==> src/rtl/wps_pkg.sv <==
package wps_pkg;

  localparam int SB_HWEN = 7;
  localparam int SB_RG1  = 3;
  localparam int SB_RG0  = 2;
  localparam int SB_WEL  = 1;
  localparam int SB_BUSY = 0;

  // bits a status write may touch
  localparam logic [7:0] SB_WR_MASK = (8'd1 << SB_HWEN) | (8'd1 << SB_RG1) | (8'd1 << SB_RG0);

  typedef enum logic [1:0] {
    RG_NONE    = 2'b00,
    RG_QUARTER = 2'b01,
    RG_HALF    = 2'b10,
    RG_ALL     = 2'b11
  } range_e;

  function automatic logic [7:0] pack_status(logic hwen, range_e rg, logic wel, logic bsy);
    logic [7:0] s;
    s = 8'h00;
    s[SB_HWEN] = hwen;
    s[SB_RG1]  = rg[1];
    s[SB_RG0]  = rg[0];
    s[SB_WEL]  = wel;
    s[SB_BUSY] = bsy;
    return s;
  endfunction

endpackage

==> src/rtl/wps_frame.sv <==
module wps_frame (
  input  logic clk,
  input  logic rst_n,
  input  logic cs_n,
  output logic in_frame,
  output logic frame_end
);
  logic cs_n_q;

  always_ff @(posedge clk) begin
    if (!rst_n) cs_n_q <= 1'b1;
    else        cs_n_q <= cs_n;
  end

  assign in_frame  = !cs_n;
  assign frame_end = !cs_n_q && cs_n;


  frame_end_edge_chk: assert property (@(posedge clk) disable iff (!rst_n)
    frame_end |-> $past(!cs_n));

endmodule

==> src/rtl/wps_wel.sv <==
module wps_wel (
  input  logic clk,
  input  logic rst_n,
  input  logic accept,
  input  logic frame_end,
  input  logic busy,
  input  logic set_req,
  input  logic clr_req,
  input  logic wr_done,
  output logic wel
);
  logic pend_set_q;
  logic pend_clr_q;
  logic wel_q;

  always_ff @(posedge clk) begin
    if (!rst_n) begin
      pend_set_q <= 1'b0;
      pend_clr_q <= 1'b0;
    end else if (frame_end) begin
      pend_set_q <= 1'b0;
      pend_clr_q <= 1'b0;
    end else if (accept) begin
      if (set_req) pend_set_q <= 1'b1;
      if (clr_req) pend_clr_q <= 1'b1;
    end
  end

  always_ff @(posedge clk) begin
    if (!rst_n)                                  wel_q <= 1'b0;
    else if (wr_done)                            wel_q <= 1'b0;
    else if (frame_end && pend_clr_q)            wel_q <= 1'b0;
    else if (frame_end && pend_set_q && !busy)   wel_q <= 1'b1;
  end

  assign wel = wel_q;


  wel_set_at_frame_end_chk: assert property (@(posedge clk) disable iff (!rst_n)
    $rose(wel_q) |-> $past(frame_end));


  wel_done_clear_chk: assert property (@(posedge clk) disable iff (!rst_n)
    wr_done |=> !wel_q);

endmodule

==> src/rtl/wps_nvbits.sv <==
module wps_nvbits
  import wps_pkg::*;
#(
  parameter logic [7:0] RST_NV = 8'h00
) (
  input  logic       clk,
  input  logic       rst_n,
  input  logic       in_frame,
  input  logic       accept,
  input  logic       frame_end,
  input  logic       busy,
  input  logic       wel,
  input  logic       wp_n,
  input  logic       wrsr_req,
  input  logic [7:0] wrsr_data,
  output logic       hwen,
  output range_e     rng,
  output logic       commit_pulse
);
  logic [7:0] nv_q;
  logic [7:0] pend_data_q;
  logic       pend_q;
  logic       wp_seen_q;
  logic       commit_q;
  logic       hw_block;
  logic       commit;

  assign hw_block = nv_q[SB_HWEN] && (wp_seen_q || !wp_n);
  assign commit   = frame_end && pend_q && wel && !busy && !hw_block;

  always_ff @(posedge clk) begin
    if (!rst_n) begin
      pend_q      <= 1'b0;
      pend_data_q <= 8'h00;
      wp_seen_q   <= 1'b0;
    end else if (frame_end) begin
      pend_q    <= 1'b0;
      wp_seen_q <= 1'b0;
    end else begin
      if (accept && wrsr_req) begin
        pend_q      <= 1'b1;
        pend_data_q <= wrsr_data;
      end
      if (in_frame && !wp_n) wp_seen_q <= 1'b1;
    end
  end

  always_ff @(posedge clk) begin
    if (!rst_n) begin
      nv_q     <= RST_NV & SB_WR_MASK;
      commit_q <= 1'b0;
    end else begin
      commit_q <= commit;
      if (commit) nv_q <= (nv_q & ~SB_WR_MASK) | (pend_data_q & SB_WR_MASK);
    end
  end

  assign hwen         = nv_q[SB_HWEN];
  assign rng          = range_e'(nv_q[SB_RG1:SB_RG0]);
  assign commit_pulse = commit_q;


  nv_change_needs_commit_chk: assert property (@(posedge clk) disable iff (!rst_n)
    (nv_q != $past(nv_q)) |-> commit_q);


  commit_needs_wel_chk: assert property (@(posedge clk) disable iff (!rst_n)
    commit_q |-> $past(wel));


  hw_protect_refuse_chk: assert property (@(posedge clk) disable iff (!rst_n)
    (frame_end && nv_q[SB_HWEN] && !wp_n) |=> !commit_q);

endmodule

==> src/rtl/wps_range.sv <==
module wps_range
  import wps_pkg::*;
#(
  parameter int ADDR_W = 13
) (
  input  range_e            rng,
  input  logic [ADDR_W-1:0] addr,
  output logic              hit
);
  localparam logic [ADDR_W-1:0] HALF_BASE = {1'b1, {(ADDR_W-1){1'b0}}};
  localparam logic [ADDR_W-1:0] QTR_BASE  = HALF_BASE | (HALF_BASE >> 1);

  always_comb begin
    unique case (rng)
      RG_NONE:    hit = 1'b0;
      RG_QUARTER: hit = (addr >= QTR_BASE);
      RG_HALF:    hit = (addr >= HALF_BASE);
      default:    hit = 1'b1;
    endcase
  end

endmodule

==> src/rtl/wprot_status_ctrl.sv <==
module wprot_status_ctrl
  import wps_pkg::*;
#(
  parameter int         ADDR_W = 13,
  parameter logic [7:0] RST_NV = 8'h00
) (
  input  logic              clk,
  input  logic              rst_n,
  input  logic              cs_n,
  input  logic              set_wel_req,
  input  logic              clr_wel_req,
  input  logic              wrsr_req,
  input  logic [7:0]        wrsr_data,
  input  logic              arr_wr_req,
  input  logic [ADDR_W-1:0] arr_addr,
  input  logic              wp_n,
  input  logic              busy,
  input  logic              wr_done,
  output logic [7:0]        status_byte,
  output logic              sts_wr_ok,
  output logic              arr_wr_ok
);
  logic   in_frame;
  logic   frame_end;
  logic   accept;
  logic   wel;
  logic   hwen;
  range_e rng;
  logic   addr_hit;
  logic   arr_ok_q;

  assign accept = in_frame && !busy;

  wps_frame u_frame (
    .clk       (clk),
    .rst_n     (rst_n),
    .cs_n      (cs_n),
    .in_frame  (in_frame),
    .frame_end (frame_end)
  );

  wps_wel u_wel (
    .clk       (clk),
    .rst_n     (rst_n),
    .accept    (accept),
    .frame_end (frame_end),
    .busy      (busy),
    .set_req   (set_wel_req),
    .clr_req   (clr_wel_req),
    .wr_done   (wr_done),
    .wel       (wel)
  );

  wps_nvbits #(.RST_NV(RST_NV)) u_nv (
    .clk          (clk),
    .rst_n        (rst_n),
    .in_frame     (in_frame),
    .accept       (accept),
    .frame_end    (frame_end),
    .busy         (busy),
    .wel          (wel),
    .wp_n         (wp_n),
    .wrsr_req     (wrsr_req),
    .wrsr_data    (wrsr_data),
    .hwen         (hwen),
    .rng          (rng),
    .commit_pulse (sts_wr_ok)
  );

  wps_range #(.ADDR_W(ADDR_W)) u_range (
    .rng  (rng),
    .addr (arr_addr),
    .hit  (addr_hit)
  );

  always_ff @(posedge clk) begin
    if (!rst_n) arr_ok_q <= 1'b0;
    else        arr_ok_q <= accept && arr_wr_req && wel && !addr_hit;
  end

  assign arr_wr_ok   = arr_ok_q;
  assign status_byte = pack_status(hwen, rng, wel, busy);


  arr_ok_needs_wel_chk: assert property (@(posedge clk) disable iff (!rst_n)
    arr_wr_ok |-> $past(wel) && $past(arr_wr_req));


  busy_blocks_arr_chk: assert property (@(posedge clk) disable iff (!rst_n)
    busy |=> !arr_wr_ok);


  full_range_blocks_arr_chk: assert property (@(posedge clk) disable iff (!rst_n)
    arr_wr_ok |-> $past(rng) != RG_ALL);


  status_spare_zero_chk: assert property (@(posedge clk) disable iff (!rst_n)
    status_byte[6:4] == 3'b000 && status_byte[0] == busy);

endmodule

==> config.mk <==
export PLATFORM = sky130hd
export DESIGN_NAME = wprot_status_ctrl
export DESIGN_NICKNAME = d
export VERILOG_FILES = /design/src/rtl/wps_pkg.sv /design/src/rtl/wps_frame.sv /design/src/rtl/wps_wel.sv /design/src/rtl/wps_nvbits.sv /design/src/rtl/wps_range.sv /design/src/rtl/wprot_status_ctrl.sv
export SDC_FILE = /design/constraint.sdc
export NUM_CORES = 1
export LEC_CHECK = 0
export CAP_MARGIN = 30
export CORE_MARGIN = 5
export CORE_UTILIZATION = 34
export CTS_CLUSTER_SIZE = 12
export DETAILED_ROUTE_END_ITERATION = 10
export PLACE_DENSITY = 0.77
export SKIP_LAST_GASP = 1
export SLEW_MARGIN = 20
export SYNTH_ARGS = -nofsm -noshare
export SYNTH_HDL_FRONTEND = slang
export SYNTH_SLANG_ARGS = --single-unit
==> constraint.sdc <==
create_clock -name clk -period 1.27 [get_ports clk]
set_input_delay 0.254 -clock clk [delete_from_list [all_inputs] [get_ports clk]]
set_output_delay 0.254 -clock clk [all_outputs]
set_load 0.01 [all_outputs]
==> results of run 1 <==
## how the worst max path moves through the flow
stage	start	endpoint	slack, ns	cells past startpoint
after floorplan	u_frame.cs_n_q	u_nv.nv_q[2]	0.1	3
after global placement	cs_n	u_nv.nv_q[7]	-0.29	5
after detailed placement	wp_n	u_nv.nv_q[3]	-0.33	4
after CTS	wp_n	u_nv.nv_q[3]	0.01	4
after global routing	u_frame.cs_n_q	u_nv.nv_q[3]	-0.005	3
final	busy	status_byte[0]	0.05	2
## placed cells by master, fill, tap and decap left out, types with 2 or more instances in the layout
cell             instances
nand2_1                  5
mux2i_1                  5
conb_1                   3
nor2_1                  10
clkbuf_4                 3
a21oi_1                  6
buf_4                   11
nand2b_4                 2
and2_1                   2
dfxtp_2                  2
dfxtp_1                 12
a22oi_1                  2
inv_1                    2
clkdlybuf4s50_1         12
dlygate4sd2_1            7
## cell families after synthesis
logic type / Yosys count / synth area share [%]
compound gates: 12 / 15.68
buf+inv: 9 / 9.164
flops: 14 / 45.62
mux: 5 / 8.147
other cells: 1 / 0.6104
simple gates: 24 / 20.78
## registers in the layout, summed over array words and instances, names as in the netlist
name and flops:
u_nv.commit_pulse 1, u_frame.cs_n_q 1, u_wel.wel 1, u_nv.nv_q 3, u_nv.pend_data_q 3, u_wel.pend_set_q 1, u_nv.wp_seen_q 1, u_wel.pend_clr_q 1
u_nv.pend_q 1, arr_wr_ok 1
## repair_timing
action / in CTS / in global routing
buffers inserted: 0 / 0
pin swaps: 1 / 1
endpoints found under the hold margin: 0 / 0
setup endpoints to repair: 10 / 5
resized for setup: 9 / 6
## metrics by stage
stage	util, %	instances	total power [mW]	hold WS, ns	TNS [ns]
2_1_floorplan	-	67	0.5171	0.3327	0
4_1_cts	53.55	121	0.9000	0.4696	0
6_report	54.93	121	0.8910	0.3814	0
3_5_place_dp	51.96	117	0.5870	0.4550	-3.306
3_3_place_gp	51.96	117	0.5866	0.4558	-3.136
5_1_grt	54.93	121	0.9398	0.3922	-0.005246
## cell type report
cell class	instances	area, µm²
Multi-Input combinational cell	44	304.0
Sequential cell	14	282.8
Tap cell	25	31.28
Fill cell	167	778.2
Inverter	2	7.507
Clock buffer	4	36.28
Timing Repair Buffer	32	286.5
## metal layers
metal | vias to the layer above | wire length [µm]
met5 | - | 0
met4 | 0 | 23
met3 | 2 | 66
met2 | 16 | 700
met1 | 244 | 578
li1 | 277 | -
## where the power goes
part           leakage, nW  internal (mW)  total (mW)  switching, mW
logic                0.277         0.0753       0.124         0.0485
registers            0.114          0.451       0.459        0.00792
clock network       0.0210          0.174       0.308          0.134
==> out/qor.yml, run 1 <==
run_status:
  status: "completed"
critical_path:
  worstPathCellList: "clkdlybuf4s50_1, clkdlybuf4s15_1"
  cp_slowest_cell: "clkdlybuf4s50_1"
  end_kind: "output port"
  crit_type: "input pin to output port"
  arrival_ns: 0.97
  r2r_cells: 3
  start_kind: "input pin"
  worstPathMaxFanout: 2
  r2r_start: "u_frame.cs_n_q"
  cp.required_ns: 1.02
  cp_num_buf_inv: 2
  crit_family: "buffers and inverters"
  reg2reg_slack_ns: 0.09
  r2r_end: "u_nv.nv_q[3]"
  cpPeakStageDelay_ns: 0.47
placement:
  port_buffers: 21
  dp_hpwl_um: 1124
  gp_congestion: 0.8324
  dp_slack_ns: -0.3263
  placed_cell_area_um2: 897.1
flow_run:
  cap_violations: 0
synthesis:
  synth.area.top_cells: "dfxtp_1, mux2i_1, buf_4"
  synth-edff-count: 0
  synth_commonest_cells: "dfxtp_1, nor2_1, a21oi_1, buf_4"
  synth.most_common_cell: "dfxtp_1"
  synth_cell_types: 20
  avgSynthCellArea_um2: 9.451
  synth_area_um2: 614.3
  synth-main-ff-cell: "dfxtp_1"
  yosysTopAreaCellShare_pct: 45.62
  synthArstFlopShare_pct: 0
  post-synth-top-area-cell: "dfxtp_1"
  synthCells: 65
  synth-seq-area-share_pct: 45.62
  yosysWarnings: 0
  synth_seq_cells: 14
clocking:
  root_buffer: "clkbuf_4"
  cts_tree: "yes"
  clock_path_buffers: 2
  cts_buffers: 3
  cts_hold_buf: 0
  numClockSinks: 14
  clock_latency_ns: 0.27
  htree_num_levels: 1
  cts.clk_slew.worst_paths_ns: 0.08
layout:
  drive_gt1_share_pct: 22.92
  diodes: 0
  synthToLayoutAreaGrowth_pct: 54.38
  fin_area_um2: 948.4
  layout.nets: 128
die:
  die_h_um: 52.51
  coreArea_um2: 1727
  ioPinCount: 41
  std_cell_rows: 15
  initial_core_util_pct: 35.58
  die_area_um2: 2757
  die_w_um: 52.51
global_route:
  grt-ovfl-total: 0
  grt_use_met3_pct: 2.849
  grt_max_degree: 9
  antenna_found_initial: 0
  grt_pass1_wl_um: 2221
  use_met1_pct: 11.88
  track_usage_pct: 11.05
  gr-usage-met2_pct: 18.60
  first_global_vias: 551
  top_usage_layer: "met2"
sta:
  finalSetupViolCount: 0
  period_minus_slack_ns: 1.223
  fin_crit_sh_pct: 96.30
  hold_violations: 0
  finalMaxSlewViolations: 0
  skew_ns: 0.004411
  final.setup.worst_slack_ns: 0.04699
  clock.fmax_mhz: 817.7
route:
  routed_wl_um: 1368
  avgViaCountPerCell: 4.455
  antenna_left: 0
  drt_pass1_iterations: 4
  drc: 0
  wl_per_cell_um: 11.31
  drtIter0Drc: 8
  vias: 539
pwr:
  power_leakage_nw: 0.4122
  powerDensity_nw_per_um2: 939.4
  peakVddDrop_uv: 478.2
min_path:
  hold_path_startpoint: "wp_n"
  whs_path_depth: 4
  holdCritPathClass: "input pin to flip-flop"
  hold_end: "u_nv.wp_seen_q"
Power figures use the tool's default switching activity.
==> run 2, diff against run 1 <==
--- a/config.mk
+++ b/config.mk
@@ -5,7 +5,9 @@
 export SDC_FILE = /design/constraint.sdc
 export NUM_CORES = 1
 export LEC_CHECK = 0
+export ABC_CLOCK_PERIOD_IN_PS = 1270
 export CAP_MARGIN = 30
+export CORE_ASPECT_RATIO = 0.9
 export CORE_MARGIN = 5
 export CORE_UTILIZATION = 34
 export CTS_CLUSTER_SIZE = 12
==> run 2 against run 1 <==
Net effect: routed wire length increased by 9.9%; global-route usage increased by 1.5 points; sequential share of layout area decreased by 0.19 points; first-iteration DRC count increased by 50%; critical path type is now flip-flop to flip-flop; combinational power about the same; via count increased by 3.3%; maximum frequency increased by 2.7%; non-clock buffer count increased by 1; worst setup slack improved by 0.032 ns; highest routed layer unchanged.
==> out/qor.yml, run 2 (synthesized netlist as in run 1, its figures left out) <==
run_status:
  status: "completed"
pwr:
  peakVddDrop_uv: 729.6
  powerDensity_nw_per_um2: 955.8
  power_leakage_nw: 0.4171
placement:
  dp_cells: 116
  port_buffers: 21
  dp_hpwl_um: 1209
  placed_cell_area_um2: 895.9
  gp_congestion: 0.9110
clocking:
  cts_buffers: 3
  cts.clk_slew.worst_paths_ns: 0.09
  clock_path_buffers: 2
  htree_num_levels: 1
  clock_latency_ns: 0.29
  numClockSinks: 14
  root_buffer: "clkbuf_4"
  cts_tree: "yes"
global_route:
  first_global_vias: 557
  grt_max_degree: 9
  grt_pass1_wl_um: 2456
  track_usage_pct: 12.56
  antenna_found_initial: 0
  grt-ovfl-total: 0
critical_path:
  cp_slowest_cell: "a2111oi_4"
  worstPathMaxFanout: 3
  r2r_start: "u_nv.wp_seen_q"
  cpPeakStageDelay_ns: 0.39
  arrival_ns: 1.41
  worstPathCellList: "nand2b_1, a2111oi_4, mux2i_1"
  start_kind: "flip-flop"
  r2r_cells: 3
  crit_type: "flip-flop to flip-flop"
  end_kind: "flip-flop"
  crit_path_start: "u_nv.wp_seen_q"
  cp.required_ns: 1.49
route:
  vias: 557
  wl_met2_um: 744
  wl_per_cell_um: 12.43
  drc: 0
  drt_pass1_iterations: 6
  routed_wl_um: 1504
  met3_wirelength_um: 119
  avgViaCountPerCell: 4.603
  drtIter0Drc: 12
  antenna_left: 0
  m1WireLength_um: 598
  highest_layer: "met4"
layout:
  diodes: 0
  synthToLayoutAreaGrowth_pct: 53.97
  finalNonFillerCells: 121
  reg_top3: "u_nv.nv_q x3, u_nv.pend_data_q x3"
  layout.nets: 129
  drive_gt1_share_pct: 20.62
  final_common_cell: "dfxtp_1"
  fin_area_um2: 945.9
  layout_common_cells: "dfxtp_1, clkdlybuf4s50_1, buf_4, nor2_1, dlygate4sd2_1"
sta:
  rsz0062_at_grt: "false"
  clock.fmax_mhz: 839.3
  hold_violations: 0
  fin_crit_sh_pct: 93.81
  skew_ns: 0.007771
  finalSetupViolCount: 0
  period_minus_slack_ns: 1.191
  finalMaxSlewViolations: 0
die:
  coreArea_um2: 1699
  ioPinCount: 41
  die_area_um2: 2758
  die_w_um: 54.81
  initial_core_util_pct: 36.16
  die_h_um: 50.33
  std_cell_rows: 14
min_path:
  hold_path_startpoint: "wp_n"
  whs_path_depth: 4
  holdCritPathClass: "input pin to flip-flop"
flow_run:
  cap_violations: 0
## run 2: cell count changes in the layout (fill, tap and decap cells not counted)
cell,previous run,this run
dfxtp_1,12,14
dfxtp_2,2,0
nand2b_4,2,0
buf_6,0,1
clkdlybuf4s50_1,12,11
dlymetal6s2s_1,1,2
nand2b_1,1,2
nand2b_2,0,1
## run 2: critical path, delay by kind of cell, from the launching register on
family / cells / cell delay [ns]
AND/OR/NAND/NOR: 1 / 0.19
flip-flops: 1 / 0.33
AO/OA/AOI/OAI: 1 / 0.39
multiplexers: 1 / 0.22
## run 2: power by group
group / switching, mW / total (mW) / leakage (nW) / internal (mW)
Combinational: 0.0501 / 0.125 / 0.282 / 0.0745
Sequential: 0.00813 / 0.459 / 0.114 / 0.451
Clock: 0.146 / 0.321 / 0.0210 / 0.175
## run 2: final cells by class
class / count / area (µm²)
well taps: 24 / 30.03
inverters: 2 / 7.507
multi-input cells: 44 / 291.5
clock buffers: 4 / 36.28
fillers: 171 / 753.2
flip-flops and latches: 14 / 280.3
repair buffers: 33 / 300.3
## run 2: repair_timing
item | 4_1_cts | 5_1_grt
resized for setup | 9 | 4
setup endpoints to repair | 10 | 4
buffers inserted | 1 | 0
hold buffers | 0 | 0
pin swaps | 1 | 1
## run 2: layer usage
| layer | vias to the layer above | GRT usage (%) |
|---|---|---|
| met5 | - | 0 |
| met4 | 0 | 7.884 |
| met3 | 5 | 4.142 |
| met2 | 24 | 20.28 |
| met1 | 250 | 13.74 |
| li1 | 278 | - |
## run 2: per-stage QoR
step / power (mW) / worst slack [ns] / TNS (ns) / util (%) / hold WS (ns)
final: 0.9041 / 0.07857 / 0 / 55.67 / 0.3569
after CTS: 0.9190 / -0.001850 / -0.001850 / 55.08 / 0.4660
after detailed placement: 0.5902 / -0.3427 / -3.200 / 52.72 / 0.4582
after floorplan: 0.5171 / 0.09511 / 0 / - / 0.3327
after global routing: 0.9544 / 0.007328 / 0 / 55.67 / 0.4055
after global placement: 0.5865 / -0.2836 / -2.699 / 52.72 / 0.4543
## run 2: worst paths after layout
path                          to  slack [ns]
setup / recovery    u_nv.nv_q[2]        0.08
hold / removal    u_nv.wp_seen_q        0.36
setup reg to reg    u_nv.nv_q[2]        0.08
hold reg to reg     u_nv.nv_q[3]        0.46
